[src/rtl/ser_cfg_port.sv]
module ser_cfg_port #(
  parameter int MODE_W = 3,
  parameter int TONE_W = 4,
  parameter int ATT_W  = 4,
  parameter int CDT_W  = 2,
  parameter int SYNC   = 2
) (
  input  logic                                      clk,
  input  logic                                      rst_n,
  input  logic                                      ser_clk,
  input  logic                                      ser_dat,
  input  logic                                      ser_en_n,
  output logic [MODE_W+TONE_W+ATT_W+CDT_W+1:0]      cfg_word,
  output logic [MODE_W-1:0]                         mode,
  output logic [TONE_W-1:0]                         tone,
  output logic [ATT_W-1:0]                          tx_atten,
  output logic [CDT_W-1:0]                          cd_time,
  output logic                                      chan_sel,
  output logic                                      tx_mute
);
  localparam int WORD_W = MODE_W + TONE_W + ATT_W + CDT_W + 2;
  localparam int CDT_LO = 2;
  localparam int ATT_LO = CDT_LO + CDT_W;
  localparam int TON_LO = ATT_LO + ATT_W;
  localparam int MOD_LO = TON_LO + TONE_W;

  logic [SYNC:0]     sck_q, en_q;
  logic [SYNC-1:0]   dat_q;
  logic [WORD_W-1:0] sh;
  logic              sck_rise, en_fall, en_low;

  always_ff @(posedge clk or negedge rst_n)
    if (!rst_n) begin
      sck_q <= '0;
      en_q  <= '1;
      dat_q <= '0;
    end else begin
      sck_q <= {sck_q[SYNC-1:0], ser_clk};
      en_q  <= {en_q[SYNC-1:0], ser_en_n};
      dat_q <= {dat_q[SYNC-2:0], ser_dat};
    end

  assign sck_rise = sck_q[SYNC-1] & ~sck_q[SYNC];
  assign en_fall  = en_q[SYNC] & ~en_q[SYNC-1];
  assign en_low   = ~en_q[SYNC-1];

  always_ff @(posedge clk or negedge rst_n)
    if (!rst_n)
      sh <= '0;
    else if (sck_rise && en_low)
      sh <= {sh[WORD_W-2:0], dat_q[SYNC-1]};

  always_ff @(posedge clk or negedge rst_n)
    if (!rst_n)
      cfg_word <= '0;
    else if (en_fall)
      cfg_word <= sh;

  assign mode     = cfg_word[MOD_LO +: MODE_W];
  assign tone     = cfg_word[TON_LO +: TONE_W];
  assign tx_atten = cfg_word[ATT_LO +: ATT_W];
  assign cd_time  = cfg_word[CDT_LO +: CDT_W];
  assign chan_sel = cfg_word[1];
  assign tx_mute  = cfg_word[0];

  a_r2_sample_msb_first: assert property (@(posedge clk) disable iff (!rst_n)
    (sck_rise && en_low) |=> (sh[0] == $past(dat_q[SYNC-1])));
  a_r6_keep_last_bits: assert property (@(posedge clk) disable iff (!rst_n)
    (sck_rise && en_low) |=> (sh[WORD_W-1:1] == $past(sh[WORD_W-2:0])));
  a_r3_idle_no_shift: assert property (@(posedge clk) disable iff (!rst_n)
    !en_low |=> $stable(sh));
  a_r4_commit_only_on_fall: assert property (@(posedge clk) disable iff (!rst_n)
    !en_fall |=> $stable(cfg_word));
  a_r5_frame_invisible: assert property (@(posedge clk) disable iff (!rst_n)
    (en_low && !en_fall) |=> (cfg_word == $past(cfg_word)));
  a_r4_commit_takes_shift: assert property (@(posedge clk) disable iff (!rst_n)
    en_fall |=> (cfg_word == $past(sh)));
endmodule

[config.mk]
export PLATFORM = sky130hd
export DESIGN_NAME = ser_cfg_port
export DESIGN_NICKNAME = d
export VERILOG_FILES = /design/src/rtl/ser_cfg_port.sv
export SDC_FILE = /design/constraint.sdc
export NUM_CORES = 1
export LEC_CHECK = 0
export BUFFER_PORTS_ARGS = -buffer_cell sky130_fd_sc_hd__buf_4
export CORE_MARGIN = 5
export CORE_UTILIZATION = 45
export DETAILED_ROUTE_END_ITERATION = 7
export GPL_TIMING_DRIVEN = 0
export HOLD_SLACK_MARGIN = 0.06
export PLACE_DENSITY = 0.72
export SLEW_MARGIN = 20
export SYNTH_ARGS = -nofsm -noshare
export SYNTH_HDL_FRONTEND = slang
export SYNTH_SLANG_ARGS = --single-unit
[constraint.sdc]
create_clock -name clk -period 1.34 [get_ports clk]
set_input_delay 0.067 -clock clk [delete_from_list [all_inputs] [get_ports clk]]
set_output_delay 0.067 -clock clk [all_outputs]
set_load 0.03 [all_outputs]
==> summary.txt <==
GRT Overall Usage: 11.0%
kind of critical path: register to register
detailed placement HPWL: 1480 um
fmax: 754 MHz
crit path from: en_q[2]$_DFF_PN1_
ranking of synthesized cells by area: dfrtp_1 (60%), mux2_2 (23%), buf_4 (7.7%)
Via-to-Cell Ratio: 4.38
status: finished, final reports clean
DR WL/cell: 12.2 um
power density over the cells: 1830 mW/mm^2
final setup fails: 0
Min-Delay Path Class: input port to async pin
P_leak: 0.983 nW
CTS tree: done
final period utilization: 98.9%
DRT antenna net count: 0
Vias: 788
Ant. Diodes: 0
Unique masters post-synth: 9
IO buf count: 34
Clk pin slew, worst setup/hold paths: 100 ps
Placeable Area: 0.00308 sq mm
element type at the critical path end: register
die footprint: 0.00449 sq mm
initial antenna violation count: 0
register area share after synthesis: 65.3%
area delta synth->final: 30.9%
clk buf depth: 2
clk_lat worst skew: 330 ps
Critical R2R Launch: en_q[2]$_DFF_PN1_
crit-path max cell delay: 530 ps
Slew @ Worst Pin: 458 ps
RSZ-0062 raised after global routing: true
Starting Density: 47.5%
CP Cell Sequence: nor2b_4 -> buf_6 -> buf_12 -> mux2_2
CTS buffer count: 5
global-route wire length before repair: 3540 um
nets@finish: 140
Crit Path Max Fanout: 10
Inst Count DP: 166
clock skew after layout: 6.19 ps
WP buf/inv: 2
non-filler instance count after layout: 180
Post-Syn Area: 0.00146 sq mm
chip width: 67.0 um
share of post-route cells with drive strength above 1: 70.6%
kind of cell adding the most delay to the critical path: flip-flops
H-tree depth: 2
Yosys warning total: 0
VDD IR max: 1.23 mV
total congestion overflow: 0
Net Count, Synth: 93
max-slew violations: 0
CP startpoint kind: register
Arrival @ worst endpoint: 1550 ps
relative slew slack: 69.5%
Remaining DRCs: 0
drt pass-1 iters: 2
Rows: 20
Hold Vio Cnt, Final: 0
post-synthesis cell count: 88
final wirelength: 2190 um
I/O pins: 35
vias in the first global route: 792
gp weighted congestion: 0.716
final period demand of the worst path: 1330 ps
#FFs+latches synth: 38
Power Total: 3.49 mW
Iteration-0 DRC Markers: 13
Sink Count: 38
post-synthesis cell type with the largest combined area: dfrtp_1
Max-cap violations: 0
top-area cell type share of the netlist area: 59.9%
largest net degree at the start of global routing: 39
DIE HEIGHT: 67.0 um
Clock Tree Root: clkbuf_4
WP data required: 1560 ps
final core occ: 62.2%
slowest stage cell on the critical path: dfstp_2
Syn Area/Cell: 16.6 sq um
[layout by cell type (no fill, tap or decap)]
| master | instances |
|---|---|
| buf_6 | 1 |
| dlygate4sd3_1 | 4 |
| buf_4 | 51 |
| nor2b_4 | 1 |
| clkinv_2 | 1 |
| dfstp_2 | 3 |
| buf_12 | 1 |
| mux2_4 | 1 |
| clkbuf_8 | 1 |
| clkbuf_1 | 1 |
| nor3b_4 | 1 |
| mux2_2 | 29 |
| dfrtp_1 | 35 |
| buf_8 | 1 |
| clkbuf_4 | 5 |
[area by class of cell]
type | instances | area, sq um
plain buffers | 18 | 159
clock buffers | 7 | 55.1
clock inverters | 1 | 5.00
fillers | 245 | 1160
multi-input cells | 32 | 374
flip-flops and latches | 38 | 955
well taps | 44 | 55.1
repair buffers | 40 | 310
[layer usage]
layer	GRT usage, %	vias to the layer above	share of wire [%]
li1	-	378	-
met1	13.4	385	42
met2	16.5	20	50
met3	4.05	5	5.6
met4	6.84	0	2.4
met5	0	-	0
[report_power, final]
group | switching, mW | internal (mW)
Clock | 0.346 | 0.254
Sequential | 0.173 | 1.39
Combinational | 0.687 | 0.640
Total | 1.21 | 2.29
[worst reg2reg max path, delay by kind of cell (launching register included)]
family / cells / cell delay (ps)
buffers and inverters: 2 / 240
DFF: 1 / 530
muxes: 1 / 330
and+or+nand+nor: 1 / 130
[logic make-up (layout without fill, tap and decap cells)]
family | Yosys count | in the layout | share of synthesized area (%)
flip-flops | 38 | 38 | 65.3
buffers and inverters | 18 | 66 | 9.85
AND/OR/NAND/NOR | 2 | 2 | 1.71
multiplexers | 30 | 30 | 23.1
[synthesized netlist by cell type]
master and count:
buf_2 1, nor3b_4 1, nor2b_1 1, buf_4 15, buf_6 1, buf_8 1, mux2_2 30, dfrtp_1 35
dfstp_2 3
[final timing paths]
kind	endpoint	slack, ps	depth (start not counted)
max in group asynchronous	en_q[1]$_DFF_PN1_	770	2
worst max register to register	cfg_word[13]$_DFFE_PN0P_	10	4
min in group clk	dat_q[1]$_DFF_PN0_	350	0
worst min-delay path	cfg_word[6]$_DFFE_PN0P_	220	2
worst max-delay path	cfg_word[13]$_DFFE_PN0P_	10	4
worst min register to register	dat_q[1]$_DFF_PN0_	350	0
[per-stage QoR]
stage / setup WS [ps] / instance area (sq um) / hold WS (ps) / setup TNS (ps)
finish: 14.4 / 1910 / 223 / 0
global placement: -66.8 / 1770 / 51.4 / -1180
CTS: -9.95 / 1900 / 227 / -74.5
global route: -19.5 / 1910 / 248 / -128
detailed placement: -87.9 / 1770 / 55.0 / -1540
floorplan: 19.0 / 1460 / -229 / 0
[state kept, by name, summed over array words and instances, names as in the netlist]
register and cells:
sck_q 3, sh 15, dat_q 2, en_q 3, cfg_word 15
[timing repair]
action,CTS,global route
endpoints found under the setup margin,20,13
hold buffers,4,0
endpoints found under the hold margin,41,0
resized for setup,3,2
pin swaps,1,0
buffers inserted,2,0
Note: power is estimated with default switching activity, not from simulation.
